`src/rtl/irq_pkg.sv`:
```
package irq_pkg;
    typedef enum logic {
        WR_ENABLE   = 1'b0,
        WR_FLAG_CLR = 1'b1
    } wr_kind_e;
endpackage

```
`src/rtl/irq_src_cell.sv`:
```
module irq_src_cell (
    input  logic src_i,
    input  logic is_level_i,
    input  logic flag_q_i,
    input  logic en_q_i,
    input  logic clr_i,
    output logic flag_d_o,
    output logic pend_o
);
    always_comb begin
        if (is_level_i) begin
            flag_d_o = 1'b0;
            pend_o   = en_q_i & src_i;
        end else begin
            flag_d_o = src_i | (flag_q_i & ~clr_i);
            pend_o   = en_q_i & flag_q_i;
        end
    end
endmodule

```
`src/rtl/irq_prio_pick.sv`:
```
module irq_prio_pick #(
    parameter int NUM_SRC = 8,
    parameter int IDX_W   = 4
) (
    input  logic [NUM_SRC-1:0] pend_i,
    output logic               any_o,
    output logic [IDX_W-1:0]   idx_o
);
    always_comb begin
        idx_o = '0;
        for (int i = NUM_SRC - 1; i >= 0; i--) begin
            if (pend_i[i]) idx_o = IDX_W'(i + 1);
        end
        any_o = |pend_i;
    end
endmodule

```
`src/rtl/irq_vec_gen.sv`:
```
module irq_vec_gen #(
    parameter int          IDX_W     = 4,
    parameter int          ADDR_W    = 16,
    parameter int unsigned SLOT_SIZE = 4,
    parameter int unsigned BOOT_BASE = 32'h400
) (
    input  logic              boot_i,
    input  logic [IDX_W-1:0]  idx_i,
    output logic [ADDR_W-1:0] addr_o
);
    localparam logic [ADDR_W-1:0] BOOT_A = ADDR_W'(BOOT_BASE);
    localparam bit SLOT_POW2 = (SLOT_SIZE != 0) && ((SLOT_SIZE & (SLOT_SIZE - 1)) == 0);
    localparam int SLOT_SH   = $clog2(SLOT_SIZE);

    logic [ADDR_W-1:0] offs;
    generate
        if (SLOT_POW2) begin : g_shift
            assign offs = ADDR_W'(idx_i) << SLOT_SH;
        end else begin : g_mult
            assign offs = ADDR_W'(idx_i) * ADDR_W'(SLOT_SIZE);
        end
    endgenerate

    assign addr_o = (boot_i ? BOOT_A : '0) + offs;
endmodule

```
`src/rtl/prio_vec_irq.sv`:
```
module prio_vec_irq
    import irq_pkg::*;
#(
    parameter int          NUM_SRC   = 8,
    parameter int          ADDR_W    = 16,
    parameter int unsigned SLOT_SIZE = 4,
    parameter int unsigned BOOT_BASE = 32'h400,
    localparam int         IDX_W     = $clog2(NUM_SRC + 1)
) (
    input  logic               clk,
    input  logic               rst_n,
    input  logic [NUM_SRC-1:0] src_i,
    input  logic [NUM_SRC-1:0] src_is_level_i,
    input  logic               wr_en_i,
    input  logic               wr_sel_i,
    input  logic [NUM_SRC-1:0] wr_data_i,
    input  logic               gie_set_i,
    input  logic               cli_i,
    input  logic               reti_i,
    input  logic               retire_i,
    input  logic               take_i,
    input  logic               boot_sel_i,
    output logic               irq_req_o,
    output logic [IDX_W-1:0]   vec_idx_o,
    output logic [ADDR_W-1:0]  vec_addr_o,
    output logic               gie_o,
    output logic [NUM_SRC-1:0] flags_o,
    output logic [NUM_SRC-1:0] enables_o
);
    typedef struct packed {
        logic [NUM_SRC-1:0] flag;
        logic [NUM_SRC-1:0] en;
        logic               gie;
        logic               hold;
    } irq_state_t;

    irq_state_t st_d, st_q;

    logic [NUM_SRC-1:0] pend, clr_vec, flag_nx;
    logic               any_pend, take_ok;
    wr_kind_e           wr_kind;

    assign wr_kind = wr_kind_e'(wr_sel_i);

    generate
        for (genvar g = 0; g < NUM_SRC; g++) begin : g_src
            assign clr_vec[g] = (wr_en_i && wr_kind == WR_FLAG_CLR && wr_data_i[g])
                              | (take_ok && vec_idx_o == IDX_W'(g + 1));
            irq_src_cell u_cell (
                .src_i      (src_i[g]),
                .is_level_i (src_is_level_i[g]),
                .flag_q_i   (st_q.flag[g]),
                .en_q_i     (st_q.en[g]),
                .clr_i      (clr_vec[g]),
                .flag_d_o   (flag_nx[g]),
                .pend_o     (pend[g])
            );
        end
    endgenerate

    irq_prio_pick #(.NUM_SRC(NUM_SRC), .IDX_W(IDX_W)) u_pick (
        .pend_i (pend),
        .any_o  (any_pend),
        .idx_o  (vec_idx_o)
    );

    irq_vec_gen #(.IDX_W(IDX_W), .ADDR_W(ADDR_W), .SLOT_SIZE(SLOT_SIZE),
                  .BOOT_BASE(BOOT_BASE)) u_vec (
        .boot_i (boot_sel_i),
        .idx_i  (vec_idx_o),
        .addr_o (vec_addr_o)
    );

    assign irq_req_o = st_q.gie & ~st_q.hold & ~cli_i & any_pend;
    assign take_ok   = take_i & irq_req_o;

    always_comb begin
        st_d      = st_q;
        st_d.flag = flag_nx;
        if (wr_en_i && wr_kind == WR_ENABLE) st_d.en = wr_data_i;
        if (gie_set_i || reti_i) st_d.gie = 1'b1;
        if (cli_i || take_ok)    st_d.gie = 1'b0;
        if (reti_i)              st_d.hold = 1'b1;
        else if (retire_i)       st_d.hold = 1'b0;
    end

    always_ff @(posedge clk or negedge rst_n) begin
        if (!rst_n) st_q <= '0;
        else        st_q <= st_d;
    end

    assign gie_o     = st_q.gie;
    assign flags_o   = st_q.flag;
    assign enables_o = st_q.en;

    AST_REQ_NEEDS_GIE: assert property (@(posedge clk) disable iff (!rst_n)
        irq_req_o |-> gie_o);
    AST_TAKE_DROPS_GIE: assert property (@(posedge clk) disable iff (!rst_n)
        (take_i && irq_req_o) |=> !gie_o);
    AST_RETI_RAISES_GIE: assert property (@(posedge clk) disable iff (!rst_n)
        (reti_i && !cli_i && !(take_i && irq_req_o)) |=> gie_o);
    AST_HOLD_AFTER_RETI: assert property (@(posedge clk) disable iff (!rst_n)
        $past(reti_i) |-> !irq_req_o);
    AST_CLI_BLOCKS: assert property (@(posedge clk) disable iff (!rst_n)
        cli_i |-> !irq_req_o);
    AST_CLI_DROPS_GIE: assert property (@(posedge clk) disable iff (!rst_n)
        cli_i |=> !gie_o);
    AST_LEVEL_NO_FLAG: assert property (@(posedge clk) disable iff (!rst_n)
        1'b1 |=> ((flags_o & $past(src_is_level_i)) == '0));
endmodule

```
`config.mk`:
```
export PLATFORM = sky130hd
export DESIGN_NAME = prio_vec_irq
export DESIGN_NICKNAME = d
export VERILOG_FILES = /design/src/rtl/irq_pkg.sv /design/src/rtl/irq_src_cell.sv /design/src/rtl/irq_prio_pick.sv /design/src/rtl/irq_vec_gen.sv /design/src/rtl/prio_vec_irq.sv
export SDC_FILE = /design/constraint.sdc
export NUM_CORES = 1
export LEC_CHECK = 0
export ABC_AREA = 1
export BUFFER_PORTS_ARGS = -buffer_cell sky130_fd_sc_hd__buf_4
export CORE_MARGIN = 3
export CORE_UTILIZATION = 41
export DETAILED_ROUTE_END_ITERATION = 8
export PLACE_DENSITY = 0.76
export SLEW_MARGIN = 25
export SYNTH_ARGS = -nofsm -noshare
export SYNTH_HDL_FRONTEND = slang
export SYNTH_SLANG_ARGS = --single-unit
```
`constraint.sdc`:
```
create_clock -name clk -period 1.25 [get_ports clk]
set_clock_uncertainty 0.1 [all_clocks]
set_input_delay 0.1875 -clock clk [delete_from_list [all_inputs] [get_ports clk]]
set_output_delay 0.1875 -clock clk [all_outputs]
set_load 0.03 [all_outputs]
```
# Yosys cells after proc, flatten, opt, wreduce, memory -nomap -nowiden
# Index checks and enable logic that the tools add are counted.
# W data, S select, Z words.
# totals
register_bits	18
latchBits	0
mem_bits_rw	0
rom_bits	0
input_bits	34
mem_count	0
# op_classes
n_addsub	1
multipliers	0
div	0
order_cmp	0
eq_ne	8
n_shift	0
muxes	29
bitwise	55
reduce_logical	23
# op_table
cell	n
$mux W4	8
$and A1 B1 Y1	28
$mux W1	20
$logic_and A1 B1 Y1	18
$eq A4 B3 Y1 const B	4
$or A1 B1 Y1	16
$add A11 B6 Y12	1
$mux W11	1
$not A1 Y1	11
$eq A4 B2 Y1 const B	2
$reduce_or A8 Y1	1
$eq A4 B1 Y1 const B	1
$eq A4 B4 Y1 const B	1
$reduce_bool A2 Y1	2
$logic_or A1 B1 Y1	2

# Longest topological paths before layout
# depth
depth_word	17
depth_mapped	13

# Cells and area by module
# From an unflattened synthesis, not the netlist that was laid out.
# unflattened
cells_unflattened	206
area_unflattened_um2	1497.7
# modules_own_cells
mod	instances	cells_per_inst	area_per_inst_um2	seq_area_each_um2
prio_vec_irq	1	109	947.2	450.4
irq_src_cell	8	7	38.8	0.0
irq_vec_gen	1	17	123.9	0.0
irq_prio_pick	1	24	116.4	0.0

# Worst setup path before layout
# Ideal clock, no wire load.
# synth_path
kind	reg2reg
start	reg st_q, in the netlist gie_o
end	reg st_q, in the netlist flags_o[7]
setup_time_ns	0.121
arrival_ns	1.857
t_required_ns	1.029
path_slack_ns	-0.828
stages_incl_launch_ff	7
period_less_slack_ns	2.078
path_cell_list	dfrtp_1 > nand2_1 > nor2_1 > a21boi_0 > nand3_1 > nand3_1 > a21oi_1
# synth_between
elab_chain_cells	10
# synth_rtl
item	line_no	rtl
start: declaration	prio_vec_irq.sv:37	irq_state_t st_d, st_q;
start signal: assignment	prio_vec_irq.sv:89	else st_q <= st_d;
$and A1 B1 Y1 (3 in a row)	prio_vec_irq.sv:74	assign irq_req_o = st_q.gie & ~st_q.hold & ~cli_i & any_pend;
via irq_req_o	prio_vec_irq.sv:23	output logic irq_req_o,
$and A1 B1 Y1	prio_vec_irq.sv:75	assign take_ok = take_i & irq_req_o;
$logic_and A1 B1 Y1	prio_vec_irq.sv:48	| (take_ok && vec_idx_o == IDX_W'(g + 1));
$or A1 B1 Y1	prio_vec_irq.sv:48	
$not A1 Y1	irq_src_cell.sv:15	flag_d_o = src_i | (flag_q_i & ~clr_i);
$and A1 B1 Y1	irq_src_cell.sv:15	
$or A1 B1 Y1	irq_src_cell.sv:15	
$mux W1	irq_src_cell.sv:11	if (is_level_i) begin
via g_src[7].u_cell.flag_d_o	irq_src_cell.sv:7	output logic flag_d_o,
# The timed path passes the listed nets, and every way through them passes these cells.
# A chain may end at the register's enable or synchronous reset.

# Final worst setup path
# layout_path
start	reg st_q, in the netlist flags_o[0]
end	out vec_addr_o[5]
# layout_between
elab_chain_cells	4
# layout_rtl
item	line_no	rtl
$and A1 B1 Y1	irq_src_cell.sv:16	pend_o = en_q_i & flag_q_i;
$mux W1	irq_src_cell.sv:11	
$mux W4	irq_prio_pick.sv:12	if (pend_i[i]) idx_o = IDX_W'(i + 1);
$add A11 B6 Y12	irq_vec_gen.sv:24	assign addr_o = (boot_i ? BOOT_A : '0) + offs;
end: declaration	prio_vec_irq.sv:25	output logic [ADDR_W-1:0] vec_addr_o,
# Every way passes these cells.

==> run metrics <==
initial antenna violation count=0; CP arrival=1670 ps; initial core utilization=44.3%; switching power=1.10 mW; max cap viols=0; outcome=finished with violations; First-pass DRT Iterations=5; clk sink count=18; overall power=2.62 mW; WS Path Type=flop to output pin; # rows=20; YS warnings=0; drt via density=5.08; synth unique cells=22; fill count=173; startpoint types=flop; Gate power share=58.1%; global-route wire length before repair=7.38 mm; RSZ-0062 raised after global routing=yes; via count=1805; Power Dens Cells=998 nW/um^2; Max FO, Critical Path=3; Bufs on Longest Clock Path=2; Yosys reg bits=18; dpl cell area=2000 sq um; sequential area share after synthesis=32.2%; Die ar.=4150 sq um; commonest non-fill, non-tap cell in the layout=buf_4; commonest non-fill, non-tap cells in the layout=buf_4, buf_6, inv_1, nand2_1, dfrtp_1; Inst Count DP=324; IO Count=72; H-tree depth=1; Seq pwr share=26.7%; ANT nets after route=0; Cells after Synth=208; Post-Layout Cell Count=355; final hold vios=0; minimum clock period=1950 ps; Power Internal=1.52 mW; DR WL/cell=17.1 um; final setup TNS=-11530 ps; fmax=512 MHz; final instance area=2620 sq um; Setup WS pre-CTS=-328 ps; syn_area_per_cell=6.72 sq um; clk_lat worst skew=320 ps; share of layout cells above drive strength 1=53.1%; final setup violating endpoints=35; DR DRC count=0; Mapped Area=1400 sq um; Die H=64.4 um; TritonCTS Buffers=3; Nets=346; failing checks=negative setup slack; crit path capture type=output pin; dpl hpwl=2.88 mm; area grow syn2layout=87.6%; gr usage total=23.3%; CTS tree=done; CTS root buf=clkbuf_4; Lkg Pwr=1.43 nW; sw frac=42.0%; die width=64.4 um; total routed wirelength=6.08 mm; Critical Path RT=960 ps; Overflow after GRT=0; core area=3150 sq um; Clk network pwr share=15.2%; placer congestion estimate=0.778; vias in the first global route=1604; pin count of the biggest net entering global routing=19; Tcrit/Tclk final=156%; number of I/O port buffers=58; Ant. Diodes=0; First DRT Iteration DRCs=173; fin. max-slew vios=0; Max IR drop VDD=0.000574 V; Reg clk slew, reported paths=120 ps; Hold Crit Class=input port to flop; final worst slack=-703 ps
==> registers in the layout, indices dropped and copies added (netlist names) <==
register,cells
st_q,1
gie_o,1
flags_o,8
enables_o,8
==> layout make-up <==
cell class	instances	area, sq um	share of cell area (%)
repair buffers	122	1120	42.9
multi-input cells	124	791	30.2
flip-flops and latches	18	452	17.2
inverters	43	164	6.25
well taps	44	55.1	2.10
clock buffers	4	36.3	1.38
==> per-stage QoR <==
stage               hold slack [ps]  utilization [%]
floorplan                      -208                -
finish                         11.7             83.2
detailed placement            -25.3             63.5
global placement              -25.3             63.5
global route                   19.1             83.2
CTS                           0.709             76.8
==> Yosys cell counts (all sizes together) <==
master | instances | area [sq um]
dfrtp | 18 | 450
mux2 | 1 | 11.3
a21oi | 10 | 57.6
nand4 | 1 | 6.26
buf | 32 | 240
o211ai | 1 | 7.51
conb | 1 | 3.75
a21boi | 1 | 7.51
o21bai | 2 | 15.0
nand2 | 55 | 209
o21ai | 12 | 60.1
or2 | 1 | 6.26
clkbuf | 1 | 3.75
inv | 43 | 161
nand3 | 14 | 90.1
nor3 | 1 | 5.00
nor2 | 14 | 62.6
==> power groups by stage <==
stage / clock network (mW) / logic (mW) / registers (mW)
detailed placement: 0 / 1.03 / 0.684
CTS: 0.388 / 1.28 / 0.680
floorplan: 0 / 0.690 / 0.689
global route: 0.412 / 1.59 / 0.701
finish: 0.398 / 1.52 / 0.698
global placement: 0 / 1.02 / 0.682
==> metal layers <==
metal	vias to the layer above	share of wire [%]	GRT usage (%)
met3	34	8.2	4.39
met2	145	51	40.7
met4	0	5.2	9.50
met1	833	36	27.7
met5	-	0	0
li1	793	-	-
==> cells by family (layout without fill, tap and decap cells) <==
logic type / after synthesis / count (layout) / share of synthesized area, %
buffers and inverters: 76 / 169 / 29.0
AOI/OAI and AO/OA: 26 / 26 / 10.6
muxes: 1 / 1 / 0.806
DFF: 18 / 18 / 32.2
and+or+nand+nor: 86 / 86 / 27.1
other: 1 / 11 / 0.268
==> worst max-delay path, stage by stage (launching register included) <==
cell	delay (ps)
dfrtp_1	410
nor2_2	140
nor2_4	60
nand2_4	90
nand3_4	80
or2_4	250
nor2_4	150
buf_6	160
==> final timing paths <==
check	from	to	cells past startpoint	slack [ps]
setup / recovery	flags_o[0]	vec_addr_o[5]	7	-700
hold / removal	src_is_level_i[2]	flags_o[2]	3	10
setup reg to reg	flags_o[0]	flags_o[2]	12	-570
hold reg to reg	enables_o[0]	enables_o[0]	2	550
max in group asynchronous	rst_n	gie_o	2	650
min in group asynchronous	rst_n	flags_o[1]	2	170
==> repair_timing <==
action | in CTS | in global routing
pin swaps | 10 | 16
resized for setup | 58 | 36
hold buffers | 9 | 1
buffers inserted | 12 | 8
endpoints found under the setup margin | 35 | 35
endpoints found under the hold margin | 25 | 1
Note: power is estimated with default switching activity, not from simulation.
